[src/rtl/nco_pkg.sv]
package nco_pkg;
    localparam int ACC_W_DEF = 48;
    localparam int OFF_W_DEF = 14;
    localparam int OUT_W_DEF = 16;
    localparam int MODE_W    = 3;

    typedef enum logic [MODE_W-1:0] {
        MODE_TONE  = 3'b000,
        MODE_FSK   = 3'b001,
        MODE_RAMP  = 3'b010,
        MODE_SWEEP = 3'b011,
        MODE_BPSK  = 3'b100
    } nco_mode_e;
endpackage

[src/rtl/nco_word_sel.sv]
module nco_word_sel
    import nco_pkg::*;
#(
    parameter int ACC_W = ACC_W_DEF,
    parameter int OFF_W = OFF_W_DEF
) (
    input  logic [MODE_W-1:0] mode_i,
    input  logic              sel_i,
    input  logic [ACC_W-1:0]  ftw_a_i,
    input  logic [ACC_W-1:0]  ftw_b_i,
    input  logic [OFF_W-1:0]  off_a_i,
    input  logic [OFF_W-1:0]  off_b_i,
    output logic [ACC_W-1:0]  ftw_o,
    output logic [OFF_W-1:0]  off_o
);
    typedef struct packed {
        logic use_ftw_b;
        logic use_off_b;
    } route_t;

    route_t route;

    // The data pin is only meaningful in the two keying modes.
    always_comb begin
        route = '0;
        case (mode_i)
            MODE_FSK:  route.use_ftw_b = sel_i;
            MODE_BPSK: route.use_off_b = sel_i;
            default:   route = '0;
        endcase
    end

    always_comb begin
        ftw_o = route.use_ftw_b ? ftw_b_i : ftw_a_i;
        off_o = route.use_off_b ? off_b_i : off_a_i;
    end
endmodule

[src/rtl/nco_phase_acc.sv]
module nco_phase_acc
    import nco_pkg::*;
#(
    parameter int ACC_W = ACC_W_DEF,
    parameter int OFF_W = OFF_W_DEF
) (
    input  logic             clk,
    input  logic             rst_n,
    input  logic [ACC_W-1:0] ftw_i,
    input  logic [OFF_W-1:0] off_i,
    output logic [ACC_W-1:0] acc_o,
    output logic [OFF_W-1:0] off_o
);
    typedef struct packed {
        logic [ACC_W-1:0] acc;
        logic [OFF_W-1:0] off;
    } acc_state_t;

    acc_state_t state_d, state_q;

    // The offset is staged alongside the sum so both reach the output together.
    always_comb begin
        state_d     = state_q;
        state_d.acc = state_q.acc + ftw_i;
        state_d.off = off_i;
    end

    always_ff @(posedge clk or negedge rst_n) begin
        if (!rst_n) begin
            state_q <= '0;
        end else begin
            state_q <= state_d;
        end
    end

    assign acc_o = state_q.acc;
    assign off_o = state_q.off;
endmodule

[src/rtl/nco_phase_out.sv]
module nco_phase_out
    import nco_pkg::*;
#(
    parameter int ACC_W = ACC_W_DEF,
    parameter int OFF_W = OFF_W_DEF,
    parameter int OUT_W = OUT_W_DEF
) (
    input  logic             clk,
    input  logic             rst_n,
    input  logic [ACC_W-1:0] acc_i,
    input  logic [OFF_W-1:0] off_i,
    output logic [OUT_W-1:0] phase_o
);
    typedef struct packed {
        logic [OUT_W-1:0] phase;
    } out_state_t;

    out_state_t       state_d, state_q;
    logic [OUT_W-1:0] acc_top;
    logic [OUT_W-1:0] off_ext;

    assign acc_top = acc_i[ACC_W-1 -: OUT_W];

    // Align the offset with the most significant bits of the output word.
    generate
        if (OUT_W > OFF_W) begin : g_off_pad
            assign off_ext = {off_i, {(OUT_W-OFF_W){1'b0}}};
        end else if (OUT_W == OFF_W) begin : g_off_same
            assign off_ext = off_i;
        end else begin : g_off_cut
            assign off_ext = off_i[OFF_W-1 -: OUT_W];
        end
    endgenerate

    always_comb begin
        state_d       = state_q;
        state_d.phase = acc_top + off_ext;
    end

    always_ff @(posedge clk or negedge rst_n) begin
        if (!rst_n) begin
            state_q <= '0;
        end else begin
            state_q <= state_d;
        end
    end

    assign phase_o = state_q.phase;
endmodule

[src/rtl/nco_mode_ctrl.sv]
module nco_mode_ctrl
    import nco_pkg::*;
#(
    parameter int ACC_W = ACC_W_DEF,
    parameter int OFF_W = OFF_W_DEF,
    parameter int OUT_W = OUT_W_DEF
) (
    input  logic              clk,
    input  logic              rst_n,
    input  logic [MODE_W-1:0] mode_i,
    input  logic              sel_i,
    input  logic [ACC_W-1:0]  ftw_a_i,
    input  logic [ACC_W-1:0]  ftw_b_i,
    input  logic [OFF_W-1:0]  poff_a_i,
    input  logic [OFF_W-1:0]  poff_b_i,
    output logic [OUT_W-1:0]  phase_o
);
    logic [ACC_W-1:0] ftw_sel;
    logic [OFF_W-1:0] off_sel;
    logic [ACC_W-1:0] acc_w;
    logic [OFF_W-1:0] off_w;

    nco_word_sel #(.ACC_W(ACC_W), .OFF_W(OFF_W)) u_sel (
        .mode_i  (mode_i),
        .sel_i   (sel_i),
        .ftw_a_i (ftw_a_i),
        .ftw_b_i (ftw_b_i),
        .off_a_i (poff_a_i),
        .off_b_i (poff_b_i),
        .ftw_o   (ftw_sel),
        .off_o   (off_sel)
    );

    nco_phase_acc #(.ACC_W(ACC_W), .OFF_W(OFF_W)) u_acc (
        .clk   (clk),
        .rst_n (rst_n),
        .ftw_i (ftw_sel),
        .off_i (off_sel),
        .acc_o (acc_w),
        .off_o (off_w)
    );

    nco_phase_out #(.ACC_W(ACC_W), .OFF_W(OFF_W), .OUT_W(OUT_W)) u_out (
        .clk     (clk),
        .rst_n   (rst_n),
        .acc_i   (acc_w),
        .off_i   (off_w),
        .phase_o (phase_o)
    );
endmodule

[config.mk]
export PLATFORM = sky130hd
export DESIGN_NAME = nco_mode_ctrl
export DESIGN_NICKNAME = d
export VERILOG_FILES = /design/src/rtl/nco_pkg.sv /design/src/rtl/nco_word_sel.sv /design/src/rtl/nco_phase_acc.sv /design/src/rtl/nco_phase_out.sv /design/src/rtl/nco_mode_ctrl.sv
export SDC_FILE = /design/constraint.sdc
export NUM_CORES = 1
export LEC_CHECK = 0
export BUFFER_PORTS_ARGS = -buffer_cell sky130_fd_sc_hd__buf_2
export CORE_MARGIN = 4
export CORE_UTILIZATION = 32
export CTS_CLUSTER_SIZE = 16
export DETAILED_ROUTE_END_ITERATION = 8
export SYNTH_ARGS = -nofsm -noshare
export SYNTH_HDL_FRONTEND = slang
export SYNTH_SLANG_ARGS = --single-unit
[constraint.sdc]
create_clock -name clk -period 2.4 [get_ports clk]
set_clock_uncertainty 0.05 [all_clocks]
set_input_delay 0 -clock clk [delete_from_list [all_inputs] [get_ports clk]]
set_output_delay 0 -clock clk [all_outputs]
set_load 0.05 [all_outputs]
==> qor.yml <==
synthesis:
  dominantRegCellSynth: "dfrtp_1"
  synth.area.top_cells: "dfrtp_1, ha_1, mux2_2"
  synth_cell_type_count: 64
  synth_common_cells: "dfrtp_1, a21oi_1, ha_1, mux2_2, nor2_1"
  syn-cell-area_sq_um: 6220
  ys_seq_elements: 78
  syn_inst: 647
  syn_area_per_cell_sq_um: 9.61
  synth_top_cell_by_area: "dfrtp_1"
  synth_top_area_frac: 0.314
  synth.most_common_cell: "dfrtp_1"
  synth_edf_count: 0
  ys_async_sr_fraction: 1.00
  ys_seq_area_frac: 0.314
  yosysWarnings: 0
  syn_nets: 842
layout:
  final_area_sq_um: 10500
  fillers: 1626
  drive_gt1_frac: 0.550
  nNetsFinal: 1228
  antenna_cells: 0
  area_growth_pct: 69.0
power:
  ir_worst_vdd_mv: 0.530
  p_total_w: 0.0140
  p_leak_nw: 4.85
  powerDensity_nw_per_um2: 1340
status:
  violations: "negative setup slack"
  outcome: "finished with violations"
placement:
  dpl.hpwl_mm: 14.3
  place_area_sq_um: 8700
  gp_congestion: 0.855
  dp_slack_ns: -0.964
  portBuffers: 145
die:
  die_area_sq_um: 21700
  die_x_um: 147
  start_util: 0.329
  io_pins: 146
  coreArea_sq_um: 18900
  die-height_um: 147
  rows: 50
global_routing:
  grt_antenna_before_repair: 0
  grt_pass1_vias: 6630
  overflow: 0
  grt_use_total: 0.180
  grt_pass1_wl_mm: 31.7
  grt_max_degree: 48
detailed_routing:
  routed_via_density: 4.86
  drt-total-wl_mm: 20.2
  dr.pass1.iters: 4
  antenna_left: 0
  drc: 0
  drt-wirelength-per-cell_um: 15.5
  first_iter_violations: 217
  vias: 6314
sta:
  setup_viol_count_final: 35
  min_period_over_period: 1.24
  relSlewSlack: 0.664
  rsz0062_at_grt: "yes"
  finalHoldViolCount: 0
  fmax_mhz: 335
  layout_setup_ws_ns: -0.584
  min_period_ns: 2.98
  tightestPinTransition_ns: 0.503
  slew_violations: 0
setup_path:
  worstSetupEndpointType: "flip-flop"
  path_class: "in -> reg"
  start_kind: "input port"
  reg2reg_from: "u_acc.acc_o[8]$_DFF_PN0_"
  arrival_ns: 3.17
  cp-startpoint: "mode_i[1]"
  crit_fanout: 4
  required_ns: 2.58
clock_tree:
  cts_buffers: 9
  clkTransAtPathRegs_ns: 0.07
  clkLatencyLatePin_ns: 0.35
  cts_tree: "yes"
  cts_max_path_buffers: 2
  clock_sinks: 78
  cts_root_buffer: "clkbuf_16"
  htreeDepth: 3
hold_path:
  hp-class: "in -> reg"
  hp-start: "ftw_b_i[47]"
job:
  max-cap-violations: 0
[layout by cell type (no fill, tap or decap), drive strengths merged, types with 8 or more instances in the layout]
cell | Yosys | layout
mux2 | 62 | 62
nor2 | 42 | 42
dlygate4sd3 | 0 | 30
o21bai | 15 | 15
inv | 25 | 29
a21oi | 67 | 67
nor3 | 12 | 12
a31oi | 8 | 8
xnor2 | 38 | 38
o21ai | 33 | 33
nand2 | 32 | 32
a21o | 29 | 29
buf | 2 | 368
nand3 | 13 | 13
ha | 63 | 63
xor2 | 14 | 14
nand4 | 12 | 12
dfrtp | 78 | 78
clkbuf | 18 | 9
[final timing paths]
check	cells after the start	slack, ns	end
max	17	-0.58	u_acc.acc_o[36]$_DFF_PN0_
min	4	0.08	u_acc.acc_o[47]$_DFF_PN0_
max reg2reg	9	-0.22	u_acc.acc_o[37]$_DFF_PN0_
min reg2reg	0	0.34	u_out.phase_o[0]$_DFF_PN0_
max in group asynchronous	3	1.57	u_acc.off_o[8]$_DFF_PN0_
min in group asynchronous	2	0.11	u_acc.acc_o[0]$_DFF_PN0_
[per-layer routing]
layer	track usage	vias to the layer above	wire length [um]
met5	0	-	0
met4	0.0499	0	351
met3	0.0346	27	793
met2	0.308	152	10100
met1	0.231	2980	8910
li1	-	3155	-
[power by group]
part	internal, W	switching [W]	total [W]	leakage [nW]
Combinational	0.00532	0.00501	0.0103	3.81
Clock	0.000725	0.000637	0.00136	0.136
Sequential	0.00196	0.000377	0.00234	0.910
[critical path: stages]
cell	delay, ns
buf_8	0.10
nor4bb_4	0.28
buf_6	0.16
buf_12	0.12
buf_12	0.10
mux2_4	0.31
ha_4	0.27
buf_6	0.12
buf_6	0.12
a21oi_4	0.12
o21ai_2	0.09
a221oi_2	0.25
a21bo_2	0.29
a21bo_4	0.25
a31oi_4	0.29
o21bai_1	0.12
xor2_1	0.15
[per-stage QoR]
| step | hold WS, ns | instances | utilization | setup TNS (ns) |
|---|---|---|---|---|
| 2_1_floorplan | -0.346 | 647 | - | -13.67 |
| 3_3_place_gp | -0.0494 | 1204 | 0.461 | -25.97 |
| 3_5_place_dp | -0.0409 | 1204 | 0.461 | -28.61 |
| 4_1_cts | 0.0619 | 1278 | 0.537 | -10.57 |
| 5_1_grt | 0.0906 | 1298 | 0.556 | -18.59 |
| 6_report | 0.0796 | 1298 | 0.556 | -14.62 |
[layout make-up]
class                   instances  area, sq um  share of cell area
clock inverters                 7         63.8             0.00607
repair buffers                398         2920               0.278
well taps                     260          325              0.0310
multi-input cells             521         4930               0.469
clock buffers                   9          225              0.0214
inverters                      25         93.8             0.00893
flip-flops and latches         78         1950               0.186
[cell families (layout without fill, tap and decap cells)]
logic type | Yosys count | count (layout) | share of synthesized area
compound gates | 196 | 196 | 0.204
simple gates | 144 | 144 | 0.115
flops | 78 | 78 | 0.314
fa+ha+maj | 65 | 65 | 0.133
mux | 64 | 64 | 0.116
xor+xnor | 52 | 52 | 0.0733
buf+inv | 48 | 439 | 0.0453
[sequential cells by signal (all words and copies together), names as in the netlist]
register	flops
u_acc.acc_o	48
u_out.phase_o	16
u_acc.off_o	14
[what timing repair did]
item	4_1_cts	5_1_grt
hold buffers	30	0
endpoints found under the hold margin	46	0
pin swaps	44	51
buffers inserted	26	26
cloned	3	0
gates resized for setup	109	51
setup endpoints to repair	37	41
Note: power is estimated with default switching activity, not from simulation.
